==> config.mk <==
export PLATFORM = sky130hd
export DESIGN_NAME = abort_pipe_tracker
export DESIGN_NICKNAME = d
export VERILOG_FILES = /design/src/rtl/abt_pkg.sv /design/src/rtl/abt_bus_sampler.sv /design/src/rtl/abt_pipe_stage.sv /design/src/rtl/abt_pipe_chain.sv /design/src/rtl/abt_trap_gen.sv /design/src/rtl/abort_pipe_tracker.sv
export SDC_FILE = /design/constraint.sdc
export NUM_CORES = 1
export LEC_CHECK = 0
export BUFFER_PORTS_ARGS = -buffer_cell sky130_fd_sc_hd__buf_2
export CORE_AREA = 2 2 39 41
export DETAILED_ROUTE_END_ITERATION = 8
export DIE_AREA = 0 0 41 43
export PLACE_DENSITY = 0.57
export SLEW_MARGIN = 20
export SYNTH_ARGS = -nofsm -noshare
export SYNTH_HDL_FRONTEND = slang
export SYNTH_SLANG_ARGS = --single-unit
==> constraint.sdc <==
create_clock -name clk -period 1.8 [get_ports clk]
set_clock_uncertainty 0.15 [all_clocks]
set_input_delay 0 -clock clk [delete_from_list [all_inputs] [get_ports clk]]
set_output_delay 0 -clock clk [all_outputs]
set_load 0.02 [all_outputs]
==> src/rtl/abt_pkg.sv <==
// Package: shared encodings for the abort tracking pipeline.
// Assumes two-bit bus cycle codes; bit 1 set marks a non-memory cycle.
package abt_pkg;

    typedef enum logic [1:0] {
        CYC_NSEQ  = 2'b00,
        CYC_SEQ   = 2'b01,
        CYC_INT   = 2'b10,
        CYC_COPRO = 2'b11
    } cyc_e;

    // One pipeline slot: occupancy and pending fetch-abort tag.
    typedef struct packed {
        logic valid;
        logic tag;
    } slot_t;

endpackage

==> src/rtl/abt_bus_sampler.sv <==
// Module: classifies the bus cycle seen at the current edge.
// Assumes inputs are valid at the clock edge; purely combinational.
module abt_bus_sampler
    import abt_pkg::*;
(
    input  logic        bus_abort,
    input  logic        acc_fetch,
    input  logic [1:0]  cyc_type,
    output logic        data_abt,
    output slot_t       fetch_slot
);

    logic mem_cycle;

    // Decode memory cycles and split the abort by access kind.
    always_comb begin
        mem_cycle        = (cyc_type == CYC_NSEQ) || (cyc_type == CYC_SEQ);
        data_abt         = mem_cycle && !acc_fetch && bus_abort;
        fetch_slot.valid = mem_cycle && acc_fetch;
        fetch_slot.tag   = mem_cycle && acc_fetch && bus_abort;
    end

endmodule

==> src/rtl/abt_pipe_stage.sv <==
// Module: one pipeline slot register holding valid bit and abort tag.
// Assumes FLUSHABLE=1 for fetch/decode, 0 for execute.
module abt_pipe_stage
    import abt_pkg::*;
#(
    parameter bit FLUSHABLE = 1'b1
)(
    input  logic   clk,
    input  logic   rst_n,
    input  logic   advance,
    input  logic   flush,
    input  slot_t  in_slot,
    output slot_t  out_slot
);

    slot_t slot_q;

    // Load on advance (empty when flushing), clear on a lone flush.
    always_ff @(posedge clk) begin
        if (!rst_n)
            slot_q <= '0;
        else if (advance)
            slot_q <= flush ? slot_t'('0) : in_slot;
        else if (flush && FLUSHABLE)
            slot_q <= '0;
    end

    assign out_slot = slot_q;

    p_hold_r8: assert property (@(posedge clk) disable iff (!rst_n)
        (!advance && !flush) |=> $stable(slot_q));

    p_no_orphan_tag_r4: assert property (@(posedge clk) disable iff (!rst_n)
        slot_q.tag |-> slot_q.valid);

    generate
        if (FLUSHABLE) begin : g_flush_chk
            p_flush_clear_r6: assert property (@(posedge clk) disable iff (!rst_n)
                flush |=> !slot_q.valid);
        end else begin : g_exec_chk
            p_flush_adv_clear_r6: assert property (@(posedge clk) disable iff (!rst_n)
                (flush && advance) |=> !slot_q.valid);
        end
    endgenerate

endmodule

==> src/rtl/abt_pipe_chain.sv <==
// Module: chain of PIPE_DEPTH slots; index 0 is fetch, last is execute.
// Assumes PIPE_DEPTH >= 2; all stages share one advance strobe.
module abt_pipe_chain
    import abt_pkg::*;
#(
    parameter int PIPE_DEPTH = 3
)(
    input  logic   clk,
    input  logic   rst_n,
    input  logic   advance,
    input  logic   flush,
    input  slot_t  new_slot,
    output slot_t  exec_slot
);

    localparam int LAST = PIPE_DEPTH - 1;

    slot_t chain [PIPE_DEPTH+1];

    assign chain[0] = new_slot;

    genvar gi;
    generate
        for (gi = 0; gi < PIPE_DEPTH; gi++) begin : g_stage
            abt_pipe_stage #(
                .FLUSHABLE (gi != LAST)
            ) i_stage (
                .clk      (clk),
                .rst_n    (rst_n),
                .advance  (advance),
                .flush    (flush),
                .in_slot  (chain[gi]),
                .out_slot (chain[gi+1])
            );
        end
    endgenerate

    assign exec_slot = chain[PIPE_DEPTH];

endmodule

==> src/rtl/abt_trap_gen.sv <==
// Module: turns a data abort or a completed tagged instruction into
// registered one-cycle trap requests, data abort having priority.
// Assumes exec_slot is the slot that completes on an advancing edge.
module abt_trap_gen
    import abt_pkg::*;
(
    input  logic   clk,
    input  logic   rst_n,
    input  logic   data_abt,
    input  logic   advance,
    input  logic   cond_pass,
    input  slot_t  exec_slot,
    output logic   dabt_req,
    output logic   pabt_req
);

    logic exec_fault;

    // A tagged instruction executes when it completes with its condition met.
    always_comb begin
        exec_fault = advance && cond_pass && exec_slot.valid && exec_slot.tag;
    end

    // Register the requests; a data abort masks the prefetch request.
    always_ff @(posedge clk) begin
        if (!rst_n) begin
            dabt_req <= 1'b0;
            pabt_req <= 1'b0;
        end else begin
            dabt_req <= data_abt;
            pabt_req <= exec_fault && !data_abt;
        end
    end

    p_excl_r7: assert property (@(posedge clk) disable iff (!rst_n)
        !(dabt_req && pabt_req));

    p_data_wins_r7: assert property (@(posedge clk) disable iff (!rst_n)
        data_abt |=> !pabt_req);

endmodule

==> src/rtl/abort_pipe_tracker.sv <==
// Module: top of the abort tracking pipeline. Samples the bus abort,
// raises data aborts at once and carries fetch aborts to execute.
// Assumes one bus cycle per clock and synchronous active-low reset.
module abort_pipe_tracker
    import abt_pkg::*;
#(
    parameter int PIPE_DEPTH = 3
)(
    input  logic        clk,
    input  logic        rst_n,
    input  logic        bus_abort,
    input  logic        acc_fetch,
    input  logic [1:0]  cyc_type,
    input  logic        advance,
    input  logic        flush,
    input  logic        cond_pass,
    output logic        dabt_req,
    output logic        pabt_req
);

    logic  data_abt;
    slot_t fetch_slot;
    slot_t exec_slot;

    abt_bus_sampler i_sampler (
        .bus_abort  (bus_abort),
        .acc_fetch  (acc_fetch),
        .cyc_type   (cyc_type),
        .data_abt   (data_abt),
        .fetch_slot (fetch_slot)
    );

    abt_pipe_chain #(
        .PIPE_DEPTH (PIPE_DEPTH)
    ) i_chain (
        .clk       (clk),
        .rst_n     (rst_n),
        .advance   (advance),
        .flush     (flush),
        .new_slot  (fetch_slot),
        .exec_slot (exec_slot)
    );

    abt_trap_gen i_trap (
        .clk       (clk),
        .rst_n     (rst_n),
        .data_abt  (data_abt),
        .advance   (advance),
        .cond_pass (cond_pass),
        .exec_slot (exec_slot),
        .dabt_req  (dabt_req),
        .pabt_req  (pabt_req)
    );

    p_dabt_cause_r2: assert property (@(posedge clk) disable iff (!rst_n)
        dabt_req |-> $past(bus_abort && !acc_fetch && !cyc_type[1]));

    p_ignore_nonmem_r3: assert property (@(posedge clk) disable iff (!rst_n)
        cyc_type[1] |=> !dabt_req);

    p_pabt_exec_r4: assert property (@(posedge clk) disable iff (!rst_n)
        pabt_req |-> $past(advance && cond_pass));

    p_cond_fail_r5: assert property (@(posedge clk) disable iff (!rst_n)
        (advance && !cond_pass) |=> !pabt_req);

    p_stall_quiet_r8: assert property (@(posedge clk) disable iff (!rst_n)
        !advance |=> !pabt_req);

endmodule

# [Yosys cells after proc, flatten, opt, wreduce, memory -nomap -nowiden]
# Index checks and enable logic that the tools add are counted.
[totals] register_bits=8
[op_classes] n_eq_ne=1 n_mux=5 reduce_logical=12
[ops] cell="2-to-1 mux 2 bit" count=5
[ops] cell="logical AND 1 bit" count=8
[ops] cell="equality test 2 x 1 -> 1 bit, second input constant" count=1
[ops] cell="zero test 1 bit" count=2
[ops] cell="zero test 2 bit" count=1
[ops] cell="logical OR 1 bit" count=1

# [Depth between registers and ports, before layout]
# Gate-level depths: netlist of the first run.
[logic_depth] ltp_word=6 depth_mapped=3 ltp_nobuf=2

# [Modules after synthesis]
# A second synthesis of the first run with hierarchy kept.
[unflattened] hier_cells=31 hier_area_um2=317.8
[by_module_without_submodules] mod="abt_pipe_stage (i_chain.g_stage[0].i_stage ...)" n_inst=2 cells_each=7 area_each_um2=73.8 seq_area_each_um2=40.0
[by_module_without_submodules] mod="abt_pipe_stage (i_chain.g_stage[2].i_stage)" n_inst=1 cells_each=8 area_each_um2=80.1 seq_area_each_um2=40.0
[by_module_without_submodules] mod="abt_trap_gen" n_inst=1 cells_each=6 area_each_um2=63.8 seq_area_each_um2=40.0
[by_module_without_submodules] mod="abt_bus_sampler" n_inst=1 cells_each=3 area_each_um2=26.3 seq_area_each_um2=0.0

# [Worst setup path after synthesis of the first run]
# No wires, ideal clock.
[synth_path] path_type="register to register" from="register i_chain.g_stage[0].i_stage.slot_q (netlist bit i_chain.g_stage[0].i_stage.out_slot[0])" to="register i_chain.g_stage[1].i_stage.slot_q (netlist bit i_chain.g_stage[1].i_stage.out_slot[0])" t_arrival_ns=0.475 required_time_ns=1.532 path_slack_ns=1.057 path_stages_with_launch=3 n_path_buf=0 synth_period_minus_slack_ns=0.743 cell_sequence="dfxtp_1 mux2i_1 nor2_1"
[synth_between] elab_chain_len=2
[synth_rtl] item="from (decl)" line_no="abt_pipe_stage.sv:16" rtl="slot_t slot_q;"
[synth_rtl] item="from (signal assigned)" line_no="abt_pipe_stage.sv:23" rtl="slot_q <= flush ? slot_t'('0) : in_slot;"
[synth_rtl] item="2-to-1 mux 2 bit"
[synth_rtl] item="2-to-1 mux 2 bit" line_no="abt_pipe_stage.sv:22" rtl="else if (advance)"
[synth_rtl] item="to (signal assigned)" line_no="abt_pipe_stage.sv:23"
[synth_rtl] item="to (decl)" line_no="abt_pipe_stage.sv:16"
# No other way between the ends.
# A chain may end at the register's enable or synchronous reset.

# [Worst setup path in the final report of the first run]
[layout_path] from="input acc_fetch" to="register i_trap.dabt_req"
[layout_between] elab_chain_len=3
[layout_rtl] item="from (decl)" line_no="abort_pipe_tracker.sv:12" rtl="input logic acc_fetch,"
[layout_rtl] item="zero test 1 bit" line_no="abt_bus_sampler.sv:18" rtl="data_abt = mem_cycle && !acc_fetch && bus_abort;"
[layout_rtl] item="logical AND 1 bit (2 in series)" line_no="abt_bus_sampler.sv:18"
[layout_rtl] item="to (signal assigned)" line_no="abt_trap_gen.sv:30" rtl="dabt_req <= data_abt;"
[layout_rtl] item="to (decl)" line_no="abt_trap_gen.sv:13" rtl="output logic dabt_req,"
# No other way between the ends.

==> impl_metrics.toml, run 1 <==
[clocking]
post_cts_resized = 0
postCtsSetupRepairBufs = 0
cts_tree = "built"
cts_hold_buf = 12
cts_buffers = 3
h-tree-depth = 1
insertion_delay_ps = 250
root_buffer = "clkbuf_4"
cts_buffer_depth = 2
clock_sink_count = 8
path_clk_slew_ps = 60

[timing]
fin_crit_sh = 0.862
setup_viol = 0
hold_violations = 0
worst_pin_slew_ps = 218
min_period_ps = 1550
slew_headroom = 0.854
fin_setup_tns_ps = 0
rsz0062_at_grt = "false"
fmax_mhz = 645
slew_viol_final = 0

[global_routing]
grt_usage = 0.0923
grt_antenna_before_repair = 0
grt_pass1_wl_mm = 1.09
overflow = 0
grt_pass1_vias = 309
grt_max_degree = 12

[route]
ant_nets = 0
dr.pass1.iters = 4
first_iter_violations = 5
vias = 300
drt-total-wl_um = 692
remaining_drc_errors = 0
wl_per_cell_um = 9.89
viasPerCell = 4.29

[synth]
async_flop_share = 0
syn_inst = 31
synth_edf_count = 0
synth.avg_cell_area_um2 = 10.8
ys_seq_elements = 8
synth_flop_cell = "dfxtp_1"
synth.distinct_cells = 16
syn_nets = 40
seq_area_frac_synth = 0.478
yosysWarnings = 0
synth_area_um2 = 335

[power]
p_switching_uw = 74.7
pwr-share-clk = 0.381
combPwrFrac = 0.114
p_total_uw = 355
vdd_ir_drop_max_mv = 0.435
pwr-share-seq = 0.505
power_density_mw_per_mm2 = 668
intPower_uw = 281
netSwitchingFraction = 0.210
p_leak_uw = 0.000201

[placement]
place_area_um2 = 389
place_hpwl_um = 417
place_congestion = 0.685
port_buffers = 9

[critical_path]
critPathSlowestCell = "dlygate4sd3_1"
criticalPathCategory = "in -> reg"
worstPathArrival_ps = 1600
cpMostUsedCell = "dlygate4sd3_1"
cp.required_ps = 1850
rrSetupSlack_ps = 510
worstPathMaxFanout = 3
cp_slowest_stage_delay_ps = 540
path_cells = "dlygate4sd3_1 > buf_2 > nor3b_2 > and2_1 > dlygate4sd3_1"
start_kind = "input port"
cp-end-kind = "register"

[hold_path]
hold_path.class = "reg -> reg"

[die]
die_w_um = 41
core-area_mm2 = 0.00138
rows = 14
initial_utilization = 0.242
die_area_mm2 = 0.00176
die_h_um = 43
num_io_pins = 11

[cells_and_area]
syn_to_final_growth_pct = 58.6
nets = 65
fin_util = 0.384
fill_cells = 141
final_common_cell = "dlygate4sd3_1"
seq_area_um2 = 160
drive_gt1_frac = 0.296
stdcell_area_um2 = 532
final_cell_mix = "dlygate4sd3_1, buf_2, dfxtp_1, nand2b_1"
diodes = 0
multi_input_area_um2 = 164

[outcome]
status = "complete, no violations"

[run]
max_cap_violations = 0
==> Yosys cell counts, types with 2 or more instances <==
cell      number  area, um2
dfxtp_1        8        160
nand2b_1       4       25.0
nand3b_1       3       22.5
a21boi_1       2       15.0
mux2i_1        2       20.0
nor2_1         2       7.51
==> stage by stage <==
stage / instances / setup slack [ps] / hold WS, ps
final: 70 / 249 / 311
after global routing: 70 / 172 / 342
after CTS: 70 / 247 / 314
after detailed placement: 55 / 1030 / 128
after global placement: 55 / 1050 / 123
after floorplan: 31 / 1060 / -28.3
==> registers in the layout (all words and copies together) (netlist names) <==
name / flops
i_chain.g_stage.i_stage.out_slot: 6
i_trap.dabt_req: 1
i_trap.pabt_req: 1
==> kinds of logic (layout without fill, tap and decap cells) <==
group	after synthesis	count (layout)	synth area share
AOI/OAI and AO/OA	4	4	0.0858
muxes	2	2	0.0597
DFF	8	8	0.478
and+or+nand+nor	16	16	0.343
buffers and inverters	1	24	0.0336
==> final timing paths <==
| check | from | end | cells after the start |
|---|---|---|---|
| setup / recovery | acc_fetch | i_trap.dabt_req$_SDFF_PN0_ | 5 |
| hold / removal | i_chain.g_stage[2].i_stage.out_slot[1]$_SDFFE_PN0P_ | i_trap.pabt_req$_SDFF_PN0_ | 2 |
| setup reg to reg | i_chain.g_stage[2].i_stage.out_slot[0]$_SDFFE_PN0P_ | i_trap.pabt_req$_SDFF_PN0_ | 3 |
| hold reg to reg | i_chain.g_stage[2].i_stage.out_slot[1]$_SDFFE_PN0P_ | i_trap.pabt_req$_SDFF_PN0_ | 2 |
==> routing by layer <==
metal,vias up,global-route usage,share of wire
met4,0,0.0200,0
met5,-,0,0
met1,131,0.0962,0.46
met3,0,0.0628,0.097
li1,154,-,-
met2,15,0.147,0.44
==> final cells by class <==
class	count	area share
Sequential cell	8	0.301
Multi-Input combinational cell	22	0.308
Tap cell	16	0.0376
Clock buffer	3	0.0424
Timing Repair Buffer	21	0.311
==> power by group through the flow <==
stage | sequential, uW | combinational, uW | clock [uW]
2_1_floorplan | 184 | 14.7 | 0
4_1_cts | 179 | 40.2 | 144
5_1_grt | 179 | 44.3 | 151
3_5_place_dp | 183 | 25.8 | 0
6_report | 179 | 40.5 | 135
3_3_place_gp | 183 | 25.9 | 0
==> worst max-delay path, delay by kind of cell <==
kind          cells  cell delay [ps]
buf+inv           3             1210
simple gates      2              390
Power figures use the tool's default switching activity.
==> run 2: changes to the inputs <==
- ABC_AREA: default -> 1
- PLACE_DENSITY: 0.57 -> 0.53
==> impl_metrics.toml, run 2 <==
[timing]
hold_violations = 0
slew_viol_final = 0
fin_crit_sh = 0.848
worst_slack_ps = 274
setup_viol = 0
worst_pin_slew_ps = 223
fin_setup_tns_ps = 0
rsz0062_at_grt = "false"
fmax_mhz = 655
slew_headroom = 0.851
min_period_ps = 1530

[route]
viasPerCell = 4.18
remaining_drc_errors = 0
first_iter_violations = 8
vias = 318
wl_per_cell_um = 8.93
drt-total-wl_um = 679
dr.pass1.iters = 2
ant_nets = 0

[placement]
dp_cells = 62
port_buffers = 9
place_congestion = 0.663
place_hpwl_um = 424
dp_slack_ps = 1030
place_area_um2 = 362

[synth]
synth_flop_cell = "dfxtp_1"
synthTopCellsByCount = "dfxtp_1, nand3_1, a21oi_1"
synth.avg_cell_area_um2 = 8.01
yosysWarnings = 0
synth.distinct_cells = 11
syn_nets = 46
seq_area_frac_synth = 0.540
ys_seq_elements = 8
syn_inst = 37
synth_edf_count = 0
synth_top_area_cell = "dfxtp_1"
async_flop_share = 0
synthTopCellsByArea = "dfxtp_1, nand3_1, a21oi_1"
yosysTopAreaCellShare = 0.540
synth_area_um2 = 297

[clocking]
insertion_delay_ps = 250
clock_sink_count = 8
root_buffer = "clkbuf_4"
cts_buffers = 3
h-tree-depth = 1
cts_tree = "built"
path_clk_slew_ps = 50
cts_buffer_depth = 2

[global_routing]
grt_pass1_vias = 298
grt_max_degree = 9
overflow = 0
grt_pass1_wl_mm = 1.12
grt_usage = 0.102
grt_antenna_before_repair = 0

[hold_path]
hold_path.class = "reg -> reg"
hold_path_end = "i_trap.pabt_req$_SDFF_PN0_"
min_path_cells = 2
min_from = "i_chain.g_stage[2].i_stage.out_slot[1]$_SDFFE_PN0P_"

[critical_path]
r2r-start = "i_chain.g_stage[2].i_stage.out_slot[0]$_SDFFE_PN0P_"
rr_worst_depth = 3
criticalPathCategory = "in -> reg"
worstPathArrival_ps = 1560
rrSetupSlack_ps = 480
start_kind = "input port"
r2r-end = "i_trap.pabt_req$_SDFF_PN0_"
cp.required_ps = 1830
cp-end-kind = "register"
worstPathMaxFanout = 2

[die]
core-area_mm2 = 0.00138
die_h_um = 43
die_area_mm2 = 0.00176
initial_utilization = 0.214
die_w_um = 41
num_io_pins = 11
rows = 14

[cells_and_area]
fin_cells = 76
largest_register_ffs = 6
drive_gt1_frac = 0.200
final_cell_mix = "dlygate4sd3_1, buf_2, nand3_1, dfxtp_1, a21oi_1"
syn_to_final_growth_pct = 66.7
final_common_cell = "dlygate4sd3_1"
stdcell_area_um2 = 494
diodes = 0
fill_cells = 139
nets = 71

[outcome]
status = "complete, no violations"

[run]
max_cap_violations = 0

[power]
power_density_mw_per_mm2 = 725
p_leak_uw = 0.000202
vdd_ir_drop_max_mv = 0.354
run 2: cell types whose count changed after synthesis, sizes merged:
cell / delta
buf: -1
a21oi: +4
nand2b: -5
o21ai: +2
nand3b: -3
nand2: +2
inv: +3
clkinv: +1
nand3: +7
mux2i: -2
a21boi: -2
nor2: +1
nand4b: -1
run 2: worst max path at each step:
stage / slack [ps] / start / end
final: 270 / flush / i_chain.g_stage[0].i_stage.out_slot[0]$_SDFF_PN0_
after global routing: 180 / flush / i_chain.g_stage[0].i_stage.out_slot[0]$_SDFF_PN0_
after CTS: 240 / acc_fetch / i_trap.dabt_req$_SDFF_PN0_
after detailed placement: 1030 / i_chain.g_stage[2].i_stage.out_slot[1]$_SDFFE_PN0P_ / i_chain.g_stage[2].i_stage.out_slot[1]$_SDFFE_PN0P_
after global placement: 1030 / i_chain.g_stage[2].i_stage.out_slot[1]$_SDFFE_PN0P_ / i_chain.g_stage[2].i_stage.out_slot[1]$_SDFFE_PN0P_
after floorplan: 1060 / i_chain.g_stage[2].i_stage.out_slot[1]$_SDFFE_PN0P_ / i_chain.g_stage[2].i_stage.out_slot[1]$_SDFFE_PN0P_
run 2: cell families (layout without fill, tap and decap cells):
family                 Yosys count  count (layout)  share of synthesized area
and+or+nand+nor                 17              17                      0.274
AOI/OAI and AO/OA                8               8                      0.135
DFF                              8               8                      0.540
buffers and inverters            4              27                     0.0506
run 2: worst max-delay path, cell delays in order:
cell and delay (ps):
dlygate4sd3_1 540, buf_2 130, nor2_1 130, nand3_1 80, dlygate4sd3_1 560, a21oi_1 120
run 2: stage by stage:
step	util	hold WS [ps]	power [uW]
6_report	0.357	292	358
3_3_place_gp	0.261	118	213
2_1_floorplan	-	-22.7	199
3_5_place_dp	0.261	118	213
4_1_cts	0.357	291	366
5_1_grt	0.357	318	381
run 2: metal layers:
layer	vias up	track usage	wire length, um
met4	0	0.0600	12
met2	9	0.134	297
met1	133	0.110	305
met3	2	0.0785	63
met5	-	0	0
li1	174	-	-
run 2: final cells by class:
| type | count | area (um2) | area share |
|---|---|---|---|
| tap | 16 | 20.0 | 0.0405 |
| clock buffer | 3 | 22.5 | 0.0456 |
| timing repair buffer | 20 | 155 | 0.314 |
| sequential | 8 | 160 | 0.324 |
| multi-input combinational | 25 | 121 | 0.246 |
| inverter | 4 | 15.0 | 0.0304 |
run 2: power breakdown:
group / internal (uW) / switching (uW) / total, uW
clock: 76.1 / 57.8 / 134
sequential: 181 / 1.37 / 182
combinational: 23.1 / 18.9 / 41.9
total: 280 / 78.0 / 358
run 2: repair_timing:
item                                    4_1_cts  5_1_grt
hold endpoints to repair                      8        0
setup buffers                                 0        0
endpoints found under the setup margin        0        0
resized for setup                             0        0
hold buffers                                 11        0
==> run 3: changes to the inputs <==
- ABC_AREA: 1 -> 0
- PLACE_DENSITY: 0.53 -> 0.58
- clock period: 1.8 -> 1.35 ns (I/O delays scaled with it)
==> impl_metrics.toml, run 3 (synthesis results as in run 1) <==
[outcome]
status = "complete, no violations"

[global_routing]
grt_antenna_before_repair = 0
overflow = 0
grt_pass1_vias = 281
grt_usage = 0.107
grt_max_degree = 6
grt_pass1_wl_mm = 1.19

[power]
vdd_ir_drop_max_mv = 0.397
intPower_uw = 377
pwr-share-seq = 0.494
p_switching_uw = 107
combPwrFrac = 0.121
power_density_mw_per_mm2 = 918
pwr-share-clk = 0.385
p_leak_uw = 0.000209
netSwitchingFraction = 0.221

[timing]
setup_viol = 0
fin_setup_tns_ps = 0
slew_headroom = 0.845
fin_crit_sh = 0.963
worst_pin_slew_ps = 231
min_period_ps = 1300
fmax_mhz = 769
slew_viol_final = 0
rsz0062_at_grt = "false"
hold_violations = 0

[route]
wl_per_cell_um = 10.3
viasPerCell = 4.26
vias = 294
drt-total-wl_um = 710
ant_nets = 0
first_iter_violations = 4
dr.pass1.iters = 3
remaining_drc_errors = 0

[critical_path]
path_cells = "dlygate4sd3_1 > buf_2 > nand3_2 > nor3_2 > dlygate4sd3_1"
cpMostUsedCell = "dlygate4sd3_1"
cp_top_family = "buffers and inverters"
path_buf_inv = 3
worstPathMaxFanout = 1
cp.required_ps = 1350
start_kind = "input port"
cp-end-kind = "register"
criticalPathCategory = "in -> reg"
cp_slowest_stage_delay_ps = 550
critPathSlowestCell = "dlygate4sd3_1"
worstPathArrival_ps = 1300

[die]
initial_utilization = 0.242
core-area_mm2 = 0.00138
rows = 14
num_io_pins = 11
die_area_mm2 = 0.00176
die_h_um = 43
die_w_um = 41

[clocking]
root_buffer = "clkbuf_4"
path_clk_slew_ps = 50
cts_buffers = 3
cts_tree = "built"
clock_sink_count = 8
h-tree-depth = 1
cts_buffer_depth = 2
postCtsSetupRepairBufs = 0
insertion_delay_ps = 260

[hold_path]
hold_path.class = "reg -> reg"

[cells_and_area]
fin_cells = 69
final_common_cell = "dlygate4sd3_1"
largest_register_ffs = 6
syn_to_final_growth_pct = 57.1
drive_gt1_frac = 0.321
final_cell_mix = "dlygate4sd3_1, buf_2, dfxtp_1, nand2b_1"
diodes = 0
nets = 64

[placement]
port_buffers = 9
dp_cells = 55
place_congestion = 0.668

[run]
max_cap_violations = 0
run 3: power groups by stage:
stage,Sequential (uW),Combinational (uW),Clock [uW]
after detailed placement,244,34.5,0
after global placement,244,34.4,0
after floorplan,245,19.5,0
after global routing,239,63.3,204
after CTS,239,57.5,187
final,239,58.4,186
run 3: worst reg2reg max path: cells and delay by family, from the launching register on:
kind          cells  cell delay (ps)
buf+inv           1              550
flops             1              320
simple gates      2              190
run 3: final cells by class:
type                    count  area [um2]
repair buffers             20         155
flip-flops and latches      8         160
well taps                  16        20.0
clock buffers               3        22.5
multi-input cells          22         169
fillers                   143         857
run 3: routing by layer:
layer | up-vias | global-route usage | share of wire
met4 | 0 | 0.0600 | 0.011
met1 | 127 | 0.119 | 0.46
met5 | - | 0 | 0
li1 | 151 | - | -
met3 | 2 | 0.0785 | 0.11
met2 | 14 | 0.144 | 0.41
run 3: final timing paths:
kind | from | depth (start not counted) | to | slack (ps)
hold reg to reg | i_chain.g_stage[2].i_stage.out_slot[1]$_SDFFE_PN0P_ | 2 | i_chain.g_stage[2].i_stage.out_slot[1]$_SDFFE_PN0P_ | 320
setup reg to reg | i_chain.g_stage[2].i_stage.out_slot[1]$_SDFFE_PN0P_ | 3 | i_trap.pabt_req$_SDFF_PN0_ | 80
hold / removal | i_chain.g_stage[2].i_stage.out_slot[1]$_SDFFE_PN0P_ | 2 | i_chain.g_stage[2].i_stage.out_slot[1]$_SDFFE_PN0P_ | 320
setup / recovery | cond_pass | 5 | i_trap.pabt_req$_SDFF_PN0_ | 50
run 3: stage by stage:
step	hold WS, ps	worst slack (ps)	total power [uW]	util	instance area, um2
4_1_cts	316	21.9	483	0.377	522
5_1_grt	350	14.5	507	0.381	527
2_1_floorplan	-28.3	607	265	-	335
6_report	315	49.7	484	0.381	527
3_5_place_dp	125	584	279	0.281	389
3_3_place_gp	118	598	279	0.281	389
run 3: what timing repair did:
action	4_1_cts	5_1_grt
hold buffers	11	0
gates resized for setup	0	1
endpoints found under the hold margin	8	0
endpoints found under the setup margin	0	1
